$ cat src/rtl/daf_pkg.sv
package daf_pkg;
    localparam int MAC_BYTES = 6;
    localparam int MAC_W     = MAC_BYTES * 8;
    localparam int CFG_DW    = 32;

    // bit positions inside the control word
    localparam int CTL_CMP_BIT = 0;
    localparam int CTL_MC_BIT  = 1;
    localparam int CTL_BC_BIT  = 2;

    typedef struct packed {
        logic acc_bc;
        logic acc_mc;
        logic cmp_en;
    } daf_ctl_t;
endpackage

$ cat src/rtl/daf_table.sv
module daf_table
    import daf_pkg::*;
#(
    parameter int N_ENT  = 16,
    parameter int CFG_AW = 6
) (
    input  logic                         clk,
    input  logic                         rst_n,
    input  logic                         cfg_we,
    input  logic [CFG_AW-1:0]            cfg_addr,
    input  logic [CFG_DW-1:0]            cfg_wdata,
    output logic [N_ENT-1:0][MAC_W-1:0]  ent_addr,
    output logic [N_ENT-1:0]             ent_en,
    output daf_ctl_t                     ctl
);
    localparam int IDX_W    = (N_ENT > 1) ? $clog2(N_ENT) : 1;
    localparam int REG_MASK = 2 * N_ENT;
    localparam int REG_CTL  = 2 * N_ENT + 1;

    typedef struct packed {
        logic [N_ENT-1:0][MAC_W-1:0] addr;
        logic [N_ENT-1:0]            en;
        daf_ctl_t                    ctl;
    } tbl_t;

    tbl_t tbl_d, tbl_q;
    logic [IDX_W-1:0] wr_idx;

    assign wr_idx = cfg_addr[IDX_W:1];

    always_comb begin
        tbl_d = tbl_q;
        if (cfg_we) begin
            if (cfg_addr < CFG_AW'(REG_MASK)) begin
                if (cfg_addr[0] == 1'b0) begin
                    tbl_d.addr[wr_idx][MAC_W-1:16] = cfg_wdata;
                end else begin
                    tbl_d.addr[wr_idx][15:0] = cfg_wdata[31:16];
                end
            end else if (cfg_addr == CFG_AW'(REG_MASK)) begin
                tbl_d.en = cfg_wdata[N_ENT-1:0];
            end else if (cfg_addr == CFG_AW'(REG_CTL)) begin
                tbl_d.ctl.cmp_en = cfg_wdata[CTL_CMP_BIT];
                tbl_d.ctl.acc_mc = cfg_wdata[CTL_MC_BIT];
                tbl_d.ctl.acc_bc = cfg_wdata[CTL_BC_BIT];
            end
        end
    end

    always_ff @(posedge clk or negedge rst_n) begin
        if (!rst_n) tbl_q <= '0;
        else        tbl_q <= tbl_d;
    end

    assign ent_addr = tbl_q.addr;
    assign ent_en   = tbl_q.en;
    assign ctl      = tbl_q.ctl;
endmodule

$ cat src/rtl/daf_collect.sv
module daf_collect
    import daf_pkg::*;
(
    input  logic             clk,
    input  logic             rst_n,
    input  logic             rx_sof,
    input  logic             rx_byte_vld,
    input  logic [7:0]       rx_byte,
    output logic [MAC_W-1:0] hdr_addr,
    output logic             hdr_done
);
    localparam int CNT_W  = $clog2(MAC_BYTES + 1);
    localparam int HOLD_W = MAC_W - 8;

    typedef struct packed {
        logic [CNT_W-1:0]  cnt;
        logic [HOLD_W-1:0] held;
    } col_t;

    col_t col_d, col_q;

    always_comb begin
        col_d    = col_q;
        hdr_done = 1'b0;
        if (rx_byte_vld) begin
            if (rx_sof) begin
                col_d.cnt  = CNT_W'(1);
                col_d.held = {{(HOLD_W-8){1'b0}}, rx_byte};
                hdr_done   = (MAC_BYTES == 1);
            end else if (col_q.cnt != '0 && col_q.cnt < CNT_W'(MAC_BYTES)) begin
                col_d.cnt  = col_q.cnt + CNT_W'(1);
                col_d.held = {col_q.held[HOLD_W-9:0], rx_byte};
                hdr_done   = (col_q.cnt == CNT_W'(MAC_BYTES - 1));
            end
        end
    end

    always_ff @(posedge clk or negedge rst_n) begin
        if (!rst_n) col_q <= '0;
        else        col_q <= col_d;
    end

    assign hdr_addr = {col_q.held, rx_byte};
endmodule

$ cat src/rtl/daf_match.sv
module daf_match
    import daf_pkg::*;
#(
    parameter int N_ENT = 16,
    parameter int IDX_W = 4
) (
    input  logic                        clk,
    input  logic                        rst_n,
    input  logic [MAC_W-1:0]            hdr_addr,
    input  logic                        hdr_done,
    input  logic [N_ENT-1:0][MAC_W-1:0] ent_addr,
    input  logic [N_ENT-1:0]            ent_en,
    input  daf_ctl_t                    ctl,
    output logic                        dec_vld,
    output logic                        dec_accept,
    output logic                        dec_hit,
    output logic [IDX_W-1:0]            dec_idx
);
    typedef struct packed {
        logic             vld;
        logic             accept;
        logic             hit;
        logic [IDX_W-1:0] idx;
    } dec_t;

    dec_t dec_d, dec_q;
    logic [N_ENT-1:0] hits;
    logic [IDX_W-1:0] first_idx;
    logic is_bc, is_mc, any_hit;

    for (genvar g = 0; g < N_ENT; g++) begin : g_cmp
        assign hits[g] = ent_en[g] && (ent_addr[g] == hdr_addr);
    end

    // lowest index wins: scan downward so the last write is the smallest
    always_comb begin
        first_idx = '0;
        for (int i = N_ENT - 1; i >= 0; i--) begin
            if (hits[i]) first_idx = IDX_W'(i);
        end
    end

    assign any_hit = |hits;
    assign is_bc   = &hdr_addr;
    assign is_mc   = hdr_addr[MAC_W-8] && !is_bc;

    always_comb begin
        dec_d = '0;
        if (hdr_done) begin
            dec_d.vld    = 1'b1;
            dec_d.hit    = any_hit;
            dec_d.idx    = any_hit ? first_idx : '0;
            dec_d.accept = !ctl.cmp_en || any_hit ||
                           (is_bc && ctl.acc_bc) || (is_mc && ctl.acc_mc);
        end
    end

    always_ff @(posedge clk or negedge rst_n) begin
        if (!rst_n) dec_q <= '0;
        else        dec_q <= dec_d;
    end

    assign dec_vld    = dec_q.vld;
    assign dec_accept = dec_q.accept;
    assign dec_hit    = dec_q.hit;
    assign dec_idx    = dec_q.idx;
endmodule

$ cat src/rtl/dst_addr_filter.sv
module dst_addr_filter
    import daf_pkg::*;
#(
    parameter int N_ENT  = 16,
    parameter int IDX_W  = (N_ENT > 1) ? $clog2(N_ENT) : 1,
    parameter int CFG_AW = $clog2(2 * N_ENT + 2)
) (
    input  logic              clk,
    input  logic              rst_n,
    input  logic              cfg_we,
    input  logic [CFG_AW-1:0] cfg_addr,
    input  logic [31:0]       cfg_wdata,
    input  logic              rx_sof,
    input  logic              rx_byte_vld,
    input  logic [7:0]        rx_byte,
    output logic              dec_vld,
    output logic              dec_accept,
    output logic              dec_hit,
    output logic [IDX_W-1:0]  dec_idx
);
    logic [N_ENT-1:0][MAC_W-1:0] ent_addr;
    logic [N_ENT-1:0]            ent_en;
    daf_ctl_t                    ctl;
    logic [MAC_W-1:0]            hdr_addr;
    logic                        hdr_done;

    daf_table #(.N_ENT(N_ENT), .CFG_AW(CFG_AW)) u_table (
        .clk(clk), .rst_n(rst_n), .cfg_we(cfg_we), .cfg_addr(cfg_addr),
        .cfg_wdata(cfg_wdata), .ent_addr(ent_addr), .ent_en(ent_en), .ctl(ctl)
    );

    daf_collect u_collect (
        .clk(clk), .rst_n(rst_n), .rx_sof(rx_sof), .rx_byte_vld(rx_byte_vld),
        .rx_byte(rx_byte), .hdr_addr(hdr_addr), .hdr_done(hdr_done)
    );

    daf_match #(.N_ENT(N_ENT), .IDX_W(IDX_W)) u_match (
        .clk(clk), .rst_n(rst_n), .hdr_addr(hdr_addr), .hdr_done(hdr_done),
        .ent_addr(ent_addr), .ent_en(ent_en), .ctl(ctl),
        .dec_vld(dec_vld), .dec_accept(dec_accept), .dec_hit(dec_hit),
        .dec_idx(dec_idx)
    );
endmodule

$ cat config.mk
export PLATFORM = sky130hd
export DESIGN_NAME = dst_addr_filter
export DESIGN_NICKNAME = d
export VERILOG_FILES = /design/src/rtl/daf_pkg.sv /design/src/rtl/daf_table.sv /design/src/rtl/daf_collect.sv /design/src/rtl/daf_match.sv /design/src/rtl/dst_addr_filter.sv
export SDC_FILE = /design/constraint.sdc
export NUM_CORES = 2
export LEC_CHECK = 0
export BUFFER_PORTS_ARGS = -buffer_cell sky130_fd_sc_hd__clkbuf_2
export CORE_UTILIZATION = 55
export DETAILED_ROUTE_END_ITERATION = 12
export PLACE_DENSITY = 0.76
export SLEW_MARGIN = 20
export SYNTH_ARGS = -nofsm -noshare
export SYNTH_HDL_FRONTEND = slang
export SYNTH_HIERARCHICAL = 1
export SYNTH_SLANG_ARGS = --single-unit
$ cat constraint.sdc
create_clock -name clk -period 3.1 [get_ports clk]
set_input_delay 0.465 -clock clk [delete_from_list [all_inputs] [get_ports clk]]
set_output_delay 0.465 -clock clk [all_outputs]
set_load 0.02 [all_outputs]
==> reports/metrics.csv <==
stage,metric,value,unit
cells_and_area,Area Growth Syn to Fin,13.7,%
critical_path,WP data arrival,3.72,ns
hold_path,hold path depth,2,
timing,Worst Skew,0.0285,ns
clock_network,"Reg clk slew, reported paths",0.07,ns
clock_network,CTS buffer count,87,
power_and_ir_drop,Max VDD drop,0.515,mV
cells_and_area,"non-filler cells, final",4325,
floorplan,Site Rows,99,
cells_and_area,"commonest non-fill, non-tap cell in the layout",dfrtp_1,
timing,max-slew violations,0,
cells_and_area,layout cells sized above 1,0.378,
yosys,synthesized cell area,0.0411,sq mm
grt,initial antenna violation count,14,
grt,first-pass GRT wire length,211000,um
place,Final HPWL DP,92000,um
hold_path,Hold Path End,u_collect/col_q[42]$_DFFE_PN0P_,
route,router iterations before antenna repair,6,
critical_path,Reg2Reg Depth,10,
clock_network,CTS tree,yes,
yosys,Yosys reg bits,837,
route,Routed WL,147000,um
route,DR vias,28800,
clock_network,CTS H-tree lvls,3,
timing,RSZ-0062 raised after global routing,false,
timing,Max Freq,321,MHz
route,Via density,6.65,
critical_path,crit path cell chain,xor2_1 > nor4_1 > nand4_1 > nor4_2 > buf_4 > nand4_1 > buf_4 > a21o_1 > a2111oi_2 > o2111a_1,
yosys,Main synth FF type,dfrtp_1,
run,max-cap viol count,0,
outcome,status,finished with violations,
critical_path,Worst setup SP type,flop,
timing,Total Neg Setup Slack,-0.0174,ns
place,GPL Wtd Cong,0.944,
yosys,synth unique cells,62,
floorplan,initial core utilization,0.560,
floorplan,total core area,0.0735,sq mm
hold_path,min-delay src,rx_byte_vld,
critical_path,Critical Path Slowest Stage Cell,dfrtp_1,
route,residual DRC count,0,
floorplan,die area,0.0759,sq mm
clock_network,Root Driver,clkbuf_16,
route,starting DRC count in detailed routing,3482,
critical_path,"slowest stage delay, CP",0.56,ns
critical_path,Worst Setup End Kind,flop,
floorplan,I/O pin cnt,58,
place,dpl ws,-0.184,ns
critical_path,FF-to-FF Start,u_collect/hdr_addr[43]$_DFFE_PN0P_,
cells_and_area,nets@finish,3343,
timing,final period utilization,1.01,
power_and_ir_drop,clock share of power,0.324,
critical_path,WS Path Type,reg -> reg,
cells_and_area,filler cell count,5509,
place,IO buf count,57,
timing,Slew headroom,0.224,
critical_path,crit path max fanout,6,
power_and_ir_drop,Comb power frac,0.272,
cells_and_area,most frequent cells in the layout,"dfrtp_1, mux2_2, xor2_1",
route,Routed wire per std cell,34.0,um
clock_network,worst skew pair latency,0.66,ns
outcome,failing checks,setup timing,
yosys,Avg Inst Size Synth,13.0,sq um
yosys,number of enable flip-flop cells after synthesis,0,
power_and_ir_drop,Net Switching,10.8,mW
clock_network,CTS Buffer Depth,3,
yosys,synth warn,6,
critical_path,worst endpoint required time,3.70,ns
floorplan,die width,276,um
yosys,net count after synthesis,3225,
grt,Total GRT Usage,0.393,
yosys,Post-Syn Instances,3171,
timing,Worst-Margin Slew,1.16,ns
power_and_ir_drop,sw frac,0.322,
grt,gr ovfl total,0,
critical_path,largest delay contributor family on the critical path,simple AND/OR/NAND/NOR gates,
timing,Fin. Hold Viols,0,
place,Placed Instances,4158,
critical_path,reg-to-reg endpoint,u_match/dec_idx[0]$_DFF_PN0_,
power_and_ir_drop,Leak,22.9,nW
hold_path,worst hold-check path type,in -> reg,
critical_path,Crit path buffers/inverters,2,
critical_path,CP startpoint,u_collect/hdr_addr[43]$_DFFE_PN0P_,
clock_network,TritonCTS Sinks,837,
yosys,share of the yosys chip area belonging to registers,0.509,
grt,vias in the first global route,29300,
grt,largest net degree at the start of global routing,86,
critical_path,reg-to-reg setup timing slack,-0.02,ns
power_and_ir_drop,pwr/cell area,721,mW/mm^2
timing,fin crit period,3.12,ns
yosys,"FFs w/ async S/R, synth",1.00,
power_and_ir_drop,Flop pwr share,0.404,
timing,"Setup violations, final",1,
clock_network,"Setup Fix Bufs, Post-CTS",0,
power_and_ir_drop,internal cell power,22.9,mW
route,Final ANT Viol Nets,0,
floorplan,Die H,276,um
timing,Final WS setup,-0.0174,ns
-- stage by stage --
step	hold slack [ns]	util	power [mW]	area, sq um
floorplan	0.169	-	18.8	41100
detailed placement	0.493	0.595	22.6	43700
global placement	0.482	0.595	22.3	43700
finish	0.0458	0.637	33.7	46800
global route	0.0517	0.637	34.6	46800
CTS	0.0345	0.636	33.4	46700
-- power by group through the flow --
| stage | registers, mW | logic (mW) | clock network [mW] |
|---|---|---|---|
| 2_1_floorplan | 13.4 | 5.45 | 0 |
| 3_3_place_gp | 13.7 | 8.61 | 0 |
| 3_5_place_dp | 13.8 | 8.77 | 0 |
| 4_1_cts | 13.6 | 8.84 | 10.9 |
| 5_1_grt | 13.8 | 9.40 | 11.4 |
| 6_report | 13.6 | 9.16 | 10.9 |
-- metal layers --
metal  track usage  vias up  share of wire  wire length [um]
met5             0        -        0.00027                39
met4         0.246        6          0.076             11100
met3        0.0969      599           0.11             16500
met2         0.580     1943           0.43             63500
met1         0.522    14900           0.38             55900
li1              -    11300              -                 -
-- layout make-up --
class	count	area [sq um]	area share
timing repair buffer	320	2950	0.0632
clock inverter	24	285	0.00610
clock buffer	137	2690	0.0575
tap	959	1200	0.0257
multi-input combinational	1996	18500	0.396
antenna	5	12.5	0.000268
inverter	47	176	0.00377
sequential	837	20900	0.448
-- what timing repair did --
item,4_1_cts,5_1_grt
resized for setup,1,6
hold buffers,1,0
cloned,0,0
endpoints found under the setup margin,1,5
hold endpoints to repair,40,0
-- state kept, by name, indices dropped and copies added, names as in the netlist --
| name | count |
|---|---|
| u_table/ctl | 3 |
| u_collect/hdr_addr | 40 |
| u_table/ent_addr | 768 |
| u_table/ent_en | 16 |
| u_match/dec_hit | 1 |
| u_match/dec_accept | 1 |
| u_match/dec_idx | 4 |
| u_collect/col_q | 3 |
| u_match/dec_vld | 1 |
-- worst max-delay path by stage --
| stage | end | slack [ns] | cells past startpoint |
|---|---|---|---|
| floorplan | u_match/dec_idx[0]$_DFF_PN0_ | 0.46 | 10 |
| global placement | u_match/dec_idx[0]$_DFF_PN0_ | -0.09 | 12 |
| detailed placement | u_match/dec_idx[0]$_DFF_PN0_ | -0.18 | 11 |
| CTS | u_match/dec_idx[0]$_DFF_PN0_ | 0.05 | 11 |
| global route | u_match/dec_idx[0]$_DFF_PN0_ | 0.00003 | 11 |
| finish | u_match/dec_idx[0]$_DFF_PN0_ | -0.02 | 10 |
-- synthesized netlist by cell type (3+ instances only) --
library cell  count  area share
ha_1              3     0.00091
nand3_1          35      0.0043
o221ai_1          9      0.0019
inv_1            45      0.0041
xor2_1          427       0.091
nand4_1         106       0.016
a21oi_1           5     0.00061
o21ai_0           6     0.00073
nand2_1          18      0.0016
o22ai_1          12      0.0018
nor3_1           11      0.0013
xnor2_1         275       0.059
buf_6            18      0.0049
buf_2            89       0.011
a22o_1           38      0.0081
a221oi_1          3     0.00064
a2111oi_0         4     0.00085
o2bb2ai_1        11      0.0023
nor2b_1          14      0.0021
nand2b_1         18      0.0027
clkbuf_1         82      0.0075
mux2_4           17      0.0062
a2111o_1          3     0.00082
buf_4            62       0.011
nor4_1          132       0.020
o2111ai_1         4     0.00085
or4_1             5     0.00091
dfrtp_1         837        0.51
nand4b_1          3     0.00064
buf_1            40      0.0036
nor2_1           18      0.0016
mux2_2          779        0.21
-- kinds of logic (layout without fill, tap and decap cells) --
| family | Yosys count | count (layout) | share of synthesized area |
|---|---|---|---|
| DFF | 837 | 837 | 0.509 |
| xor gates and xnor gates | 702 | 702 | 0.149 |
| other | 0 | 5 | 0 |
| muxes | 797 | 797 | 0.220 |
| and+or+nand+nor | 381 | 381 | 0.0559 |
| adders and majority gates | 3 | 3 | 0.000912 |
| AOI/OAI and AO/OA | 113 | 113 | 0.0226 |
| buffers and inverters | 338 | 528 | 0.0425 |
Note: power is estimated with default switching activity, not from simulation.
